### config.mk
export PLATFORM = sky130hd
export DESIGN_NAME = sync_serial_port
export DESIGN_NICKNAME = d
export VERILOG_FILES = /design/src/rtl/ssp_pkg.sv /design/src/rtl/ssp_ctrl.sv /design/src/rtl/ssp_datapath.sv /design/src/rtl/sync_serial_port.sv
export SDC_FILE = /design/constraint.sdc
export NUM_CORES = 1
export LEC_CHECK = 0
export BUFFER_PORTS_ARGS = -buffer_cell sky130_fd_sc_hd__clkbuf_2
export CORE_UTILIZATION = 51
export CTS_CLUSTER_DIAMETER = 100
export CTS_CLUSTER_SIZE = 24
export DETAILED_ROUTE_END_ITERATION = 10
export GPL_TIMING_DRIVEN = 0
export PLACE_DENSITY = 0.75
export SKIP_CTS_REPAIR_TIMING = 1
export SLEW_MARGIN = 20
export SYNTH_ARGS = -nofsm -noshare
export SYNTH_HDL_FRONTEND = slang
export SYNTH_SLANG_ARGS = --single-unit
### constraint.sdc
create_clock -name clk -period 1.6 [get_ports clk]
set_input_delay 0.16 -clock clk [delete_from_list [all_inputs] [get_ports clk]]
set_output_delay 0.16 -clock clk [all_outputs]
set_load 0.02 [all_outputs]
### src/rtl/ssp_pkg.sv
package ssp_pkg;

  // Strobes from the sequencer to the shift datapath, all single-cycle.
  typedef struct packed {
    logic load;      // capture the transmit byte into the shifter
    logic shiftOut;  // falling serial edge: present next bit
    logic sampleIn;  // rising serial edge: take serIn
    logic finish;    // last bit taken: publish byte, raise interrupt
  } sspStrobes_t;

  typedef enum logic {
    ST_IDLE  = 1'b0,
    ST_SHIFT = 1'b1
  } sspState_e;

endpackage

### src/rtl/ssp_ctrl.sv
module ssp_ctrl
  import ssp_pkg::*;
#(
  parameter int WORD_BITS   = 8,
  parameter int HALF_CYCLES = 1
) (
  input  logic        clk,
  input  logic        rstN,
  input  logic        cfgExtClk,
  input  logic        cfgLsbFirst,
  input  logic        start,
  input  logic        sclkIn,
  output sspStrobes_t strb,
  output logic        busy,
  output logic        lsbMode,
  output logic        sclkOut,
  output logic        sclkOe
);

  localparam int CNT_W = (WORD_BITS > 1) ? $clog2(WORD_BITS) : 1;
  localparam int DIV_W = (HALF_CYCLES > 1) ? $clog2(HALF_CYCLES) : 1;
  localparam logic [CNT_W-1:0] LAST_BIT = CNT_W'(WORD_BITS - 1);

  sspState_e       stateQ;
  logic            extModeQ;
  logic            lsbModeQ;
  logic            sclkQ;
  logic [CNT_W-1:0] bitCntQ;
  logic [2:0]      syncQ;
  logic            tick;
  logic            loadEv;
  logic            fallEv;
  logic            riseEv;
  logic            lastEv;
  logic            running;

  assign running = (stateQ == ST_SHIFT);
  assign loadEv  = start && !running;

  // External clock: two synchroniser flops plus one history flop.
  always_ff @(posedge clk or negedge rstN) begin
    if (!rstN) syncQ <= 3'b111;
    else       syncQ <= {syncQ[1:0], sclkIn};
  end

  // Half-period divider for the internal clock.
  generate
    if (HALF_CYCLES == 1) begin : g_noDiv
      assign tick = 1'b1;
    end else begin : g_div
      logic [DIV_W-1:0] divQ;
      always_ff @(posedge clk or negedge rstN) begin
        if (!rstN) begin
          divQ <= '0;
        end else if (loadEv || (running && divQ == '0)) begin
          divQ <= DIV_W'(HALF_CYCLES - 1);
        end else if (running) begin
          divQ <= divQ - 1'b1;
        end
      end
      assign tick = (divQ == '0);
    end
  endgenerate

  always_comb begin
    if (extModeQ) begin
      fallEv = running && syncQ[2] && !syncQ[1];
      riseEv = running && !syncQ[2] && syncQ[1];
    end else begin
      fallEv = running && tick && sclkQ;
      riseEv = running && tick && !sclkQ;
    end
    lastEv = riseEv && (bitCntQ == LAST_BIT);
  end

  always_ff @(posedge clk or negedge rstN) begin
    if (!rstN) begin
      stateQ   <= ST_IDLE;
      extModeQ <= 1'b0;
      lsbModeQ <= 1'b0;
      sclkQ    <= 1'b1;
      bitCntQ  <= '0;
    end else if (loadEv) begin
      stateQ   <= ST_SHIFT;
      extModeQ <= cfgExtClk;
      lsbModeQ <= cfgLsbFirst;
      sclkQ    <= 1'b1;
      bitCntQ  <= '0;
    end else if (running) begin
      if (!extModeQ && tick) sclkQ <= !sclkQ;
      if (riseEv)            bitCntQ <= bitCntQ + 1'b1;
      if (lastEv)            stateQ <= ST_IDLE;
    end
  end

  assign strb.load     = loadEv;
  assign strb.shiftOut = fallEv;
  assign strb.sampleIn = riseEv;
  assign strb.finish   = lastEv;

  assign busy    = running;
  assign lsbMode = lsbModeQ;
  assign sclkOut = sclkQ;
  assign sclkOe  = running ? !extModeQ : !cfgExtClk;

endmodule

### src/rtl/ssp_datapath.sv
module ssp_datapath
  import ssp_pkg::*;
#(
  parameter int WORD_BITS = 8
) (
  input  logic                 clk,
  input  logic                 rstN,
  input  sspStrobes_t          strb,
  input  logic                 busy,
  input  logic                 lsbMode,
  input  logic                 txWrite,
  input  logic [WORD_BITS-1:0] txData,
  input  logic                 serIn,
  output logic                 serOut,
  output logic [WORD_BITS-1:0] rxData,
  output logic                 writeErr,
  output logic                 doneIrq
);

  logic [WORD_BITS-1:0] txHoldQ;
  logic [WORD_BITS-1:0] txShiftQ;
  logic [WORD_BITS-1:0] rxShiftQ;
  logic [WORD_BITS-1:0] rxNext;
  logic [WORD_BITS-1:0] loadValue;
  logic [WORD_BITS-1:0] txShifted;
  logic                 headBit;

  assign loadValue = txWrite ? txData : txHoldQ;

  always_comb begin
    if (lsbMode) begin
      headBit   = txShiftQ[0];
      txShifted = {1'b0, txShiftQ[WORD_BITS-1:1]};
      rxNext    = {serIn, rxShiftQ[WORD_BITS-1:1]};
    end else begin
      headBit   = txShiftQ[WORD_BITS-1];
      txShifted = {txShiftQ[WORD_BITS-2:0], 1'b0};
      rxNext    = {rxShiftQ[WORD_BITS-2:0], serIn};
    end
  end

  always_ff @(posedge clk or negedge rstN) begin
    if (!rstN) begin
      txHoldQ  <= '0;
      writeErr <= 1'b0;
    end else if (txWrite) begin
      if (busy) writeErr <= 1'b1;
      else      txHoldQ  <= txData;
    end
  end

  always_ff @(posedge clk or negedge rstN) begin
    if (!rstN) begin
      txShiftQ <= '0;
      serOut   <= 1'b1;
    end else if (strb.load) begin
      txShiftQ <= loadValue;
    end else if (strb.shiftOut) begin
      serOut   <= headBit;
      txShiftQ <= txShifted;
    end
  end

  always_ff @(posedge clk or negedge rstN) begin
    if (!rstN) begin
      rxShiftQ <= '0;
      rxData   <= '0;
      doneIrq  <= 1'b0;
    end else begin
      if (strb.sampleIn) rxShiftQ <= rxNext;
      if (strb.finish)   rxData   <= rxNext;
      doneIrq <= strb.finish;
    end
  end

endmodule

### src/rtl/sync_serial_port.sv
module sync_serial_port
  import ssp_pkg::*;
#(
  parameter int WORD_BITS   = 8,
  parameter int HALF_CYCLES = 1
) (
  input  logic                 clk,
  input  logic                 rstN,
  input  logic                 cfgExtClk,
  input  logic                 cfgLsbFirst,
  input  logic                 txWrite,
  input  logic [WORD_BITS-1:0] txData,
  input  logic                 start,
  output logic [WORD_BITS-1:0] rxData,
  output logic                 busy,
  output logic                 doneIrq,
  output logic                 writeErr,
  input  logic                 serIn,
  output logic                 serOut,
  output logic                 readyOut,
  input  logic                 sclkIn,
  output logic                 sclkOut,
  output logic                 sclkOe
);

  sspStrobes_t strb;
  logic        lsbMode;
  logic        busyInt;

  ssp_ctrl #(
    .WORD_BITS  (WORD_BITS),
    .HALF_CYCLES(HALF_CYCLES)
  ) u_ctrl (
    .clk        (clk),
    .rstN       (rstN),
    .cfgExtClk  (cfgExtClk),
    .cfgLsbFirst(cfgLsbFirst),
    .start      (start),
    .sclkIn     (sclkIn),
    .strb       (strb),
    .busy       (busyInt),
    .lsbMode    (lsbMode),
    .sclkOut    (sclkOut),
    .sclkOe     (sclkOe)
  );

  ssp_datapath #(
    .WORD_BITS(WORD_BITS)
  ) u_dp (
    .clk     (clk),
    .rstN    (rstN),
    .strb    (strb),
    .busy    (busyInt),
    .lsbMode (lsbMode),
    .txWrite (txWrite),
    .txData  (txData),
    .serIn   (serIn),
    .serOut  (serOut),
    .rxData  (rxData),
    .writeErr(writeErr),
    .doneIrq (doneIrq)
  );

  assign busy     = busyInt;
  assign readyOut = busyInt;

endmodule

==> impl_metrics.env <==
export IMPL_status="finished, violations left"
export IMPL_violations="setup timing"
export IMPL_synth_cell_types=31
export IMPL_tritoncts="yes"
export IMPL_path_cells="and4b_2, or2_1, buf_6, a221o_1"
export IMPL_wirelength_um=4049
export IMPL_antenna_cells=0
export IMPL_ys_seq_elements=45
export IMPL_power_frac_comb_pct=50.4
export IMPL_cpPeakStageDelay_ns=0.58
export IMPL_core_mm2=0.004000
export IMPL_finalHoldViolCount=0
export IMPL_viasPerCell=5.363
export IMPL_max_slew_worst_pin_slew_ns=0.5508
export IMPL_pin_count=31
export IMPL_power_leakage_uw=0.001282
export IMPL_utilization_pct=65.87
export IMPL_start_kind="flip-flop"
export IMPL_p_int_uw=3698
export IMPL_fin_crit_ns=1.657
export IMPL_slew_viol_final=0
export IMPL_fp_dieH_um=66.60
export IMPL_yosysWarningCount=0
export IMPL_finalCritPeriodShare_pct=103.6
export IMPL_p_per_area_mw_per_mm2=2140
export IMPL_drt_initial_drc_count=71
export IMPL_clkSinkCount=45
export IMPL_clk_insertion_delay_late_ns=0.30
export IMPL_p_sw_share_pct=34.41
export IMPL_post_drt_wl_per_cell_um=15.82
export IMPL_yosysTopAreaCell="dfrtp_1"
export IMPL_area_growth_pct=23.81
export IMPL_syn_area_mm2=0.002128
export IMPL_cts_max_level=2
export IMPL_port_buffers=29
export IMPL_cts_root_buffer="clkbuf_8"
export IMPL_drive_above_1_share_pct=51.94
export IMPL_cp_required_ns=1.78
export IMPL_post_dp_hpwl_um=2688
export IMPL_multi_input_area_um2=962.2
export IMPL_seq_area_mm2=0.001134
export IMPL_drt_pre_antenna_iters=4
export IMPL_rsz0062_at_grt="true"
export IMPL_crit_type="reg -> reg"
export IMPL_crit_slowest_cell="dfstp_2"
export IMPL_arrival_ns=1.84
export IMPL_grt_pass1_wl_um=6244
export IMPL_setup_viol=14
export IMPL_setup_slack_ns=-0.05703
export IMPL_antenna_found_initial=0
export IMPL_max_freq_mhz=603.5
export IMPL_ant_nets=0
export IMPL_fin_total_pwr_uw=5639
export IMPL_gp_congestion=0.8329
export IMPL_dieArea_mm2=0.004436
export IMPL_power_clock_fraction_pct=15.7
export IMPL_syn_nets=175
export IMPL_drc_errors=0
export IMPL_synth_top_area_share_pct=47.03
export IMPL_maxCapViolCount=0
export IMPL_p_sw_uw=1941
export IMPL_die_w_um=66.60
export IMPL_crit_path_max_fanout=8
export IMPL_yosys_top_cells_count="dfrtp_1 (40), mux2_2 (38), mux2i_1 (12), nor2_1 (9), a221o_1 (7)"
export IMPL_nets=223
export IMPL_cp_end_kind="flip-flop"
export IMPL_async_reset_ff_share_pct=100.0
export IMPL_synth_edf_count=0
export IMPL_pwr_share_seq_pct=33.9
export IMPL_fillCellCount=317
export IMPL_clk_path_buf_depth=2
export IMPL_max_slew_margin_pct=63.28
export IMPL_ys_seq_area_share_pct=53.20
export IMPL_synthTopCellsByArea="dfrtp_1 (47%), mux2_2 (20%), dfstp_2 (6.2%)"
export IMPL_clkTransAtPathRegs_ns=0.08
export IMPL_grt_overflow=0
export IMPL_row_count=23
export IMPL_vias=1373
export IMPL_synthCells=157
export IMPL_yosysMostFrequentCell="dfrtp_1"
export IMPL_first_global_vias=1350
export IMPL_synth_ff_type="dfrtp_1"
export IMPL_syn_avg_cell_area_um2=13.56
export IMPL_hold_class="in -> reg"
export IMPL_grtUsageTotal_pct=19.46
export IMPL_grt_max_degree=46
export IMPL_cts_buffers=5
export IMPL_fin_skew_ns=0.008656
export IMPL_ir_drop_mv=0.7854
export IMPL_start_util_pct=53.21
==> metal layers <==
metal / routed length, µm / global-route usage [%] / vias up
li1: - / - / 655
met1: 1742 / 22.58 / 674
met2: 2084 / 33.33 / 38
met3: 158 / 5.651 / 6
met4: 63 / 7.979 / 0
met5: 0 / 0 / -
==> flip-flops by register name (all words and copies together) (netlist names) <==
| register | cells |
|---|---|
| u_ctrl.bitCntQ | 3 |
| u_dp.txHoldQ | 8 |
| u_ctrl.syncQ | 3 |
| u_ctrl.busy | 1 |
| u_dp.doneIrq | 1 |
| u_ctrl.lsbMode | 1 |
| u_dp.writeErr | 1 |
| u_ctrl.sclkOut | 1 |
| u_ctrl.extModeQ | 1 |
| u_dp.rxShiftQ | 8 |
| u_dp.serOut | 1 |
| u_dp.rxData | 8 |
| u_dp.txShiftQ | 8 |
==> power groups by stage <==
stage               clock network [µW]  logic [µW]  registers, µW
floorplan                            0        1630           2000
global placement                     0        2150           1890
detailed placement                   0        2260           1930
CTS                                893        2270           1910
global route                       948        3060           1970
finish                             886        2840           1910
==> final cells by class <==
type | count | share of cell area, %
clock inverters | 1 | 1.140
inverters | 3 | 0.4273
plain buffers | 9 | 2.707
multi-input cells | 99 | 36.51
repair buffers | 42 | 10.54
clock buffers | 7 | 3.276
flip-flops and latches | 45 | 43.02
well taps | 50 | 2.374
==> final timing paths <==
| kind | from | endpoint | slack [ns] | cells past startpoint |
|---|---|---|---|---|
| worst max-delay path | u_ctrl.syncQ[1] | u_dp.txShiftQ[1] | -0.06 | 4 |
| worst min-delay path | cfgLsbFirst | u_ctrl.lsbMode | 0.11 | 2 |
| worst max register to register | u_ctrl.syncQ[1] | u_dp.txShiftQ[1] | -0.06 | 4 |
| worst min register to register | u_ctrl.syncQ[0] | u_ctrl.syncQ[1] | 0.36 | 0 |
| max in group asynchronous | rstN | u_ctrl.busy | 0.82 | 2 |
| min in group asynchronous | rstN | u_dp.rxData[4] | 0.39 | 2 |
==> cell families (layout without fill, tap and decap cells) <==
logic type,after synthesis,in the layout,synth area share (%)
buffers and inverters,13,62,3.644
XOR/XNOR,1,1,0.4116
AO/OA/AOI/OAI,14,14,6.408
flip-flops,45,45,53.20
multiplexers,53,53,27.34
AND/OR/NAND/NOR,29,29,7.819
adder cells (fa/ha/maj),2,2,1.176
==> worst max-delay path, delay by kind of cell (launching register included) <==
kind	cells	cell delay (ns)
buffers and inverters	1	0.14
AOI/OAI and AO/OA	1	0.32
and+or+nand+nor	2	0.51
DFF	1	0.58
==> metrics by stage <==
stage          setup WS [ns]  std cells  hold WS [ns]  setup TNS [ns]  area (µm²)
5_1_grt              -0.1088        256       0.09949          -1.478        2635
3_5_place_dp         -0.2166        236        0.2493          -1.859        2337
3_3_place_gp         -0.1557        236        0.2512          -1.332        2337
6_report            -0.05703        256        0.1051         -0.3568        2635
2_1_floorplan       0.006028        157       -0.1356               0        2130
4_1_cts              -0.2616        244      -0.07092          -2.402        2454
==> cells in the final DEF, fill, tap and decap left out, drive strengths merged <==
cell type / netlist / routed
nor2b: 4 / 4
a21o: 1 / 1
buf: 9 / 20
or2: 1 / 1
and3b: 2 / 2
nand3b: 1 / 1
nor2: 9 / 9
mux2i: 12 / 12
o2111ai: 1 / 1
mux2: 41 / 41
dfrtp: 40 / 40
clkbuf: 1 / 36
dfstp: 5 / 5
a221o: 7 / 7
nand2b: 2 / 2
ha: 2 / 2
inv: 3 / 3
a21oi: 2 / 2
nor3: 4 / 4
xor2: 1 / 1
a22oi: 1 / 1
a211oi: 2 / 2
nand2: 5 / 5
and4b: 1 / 1
dlygate4sd3: 0 / 2
bufinv: 0 / 1
Power figures use the tool's default switching activity.
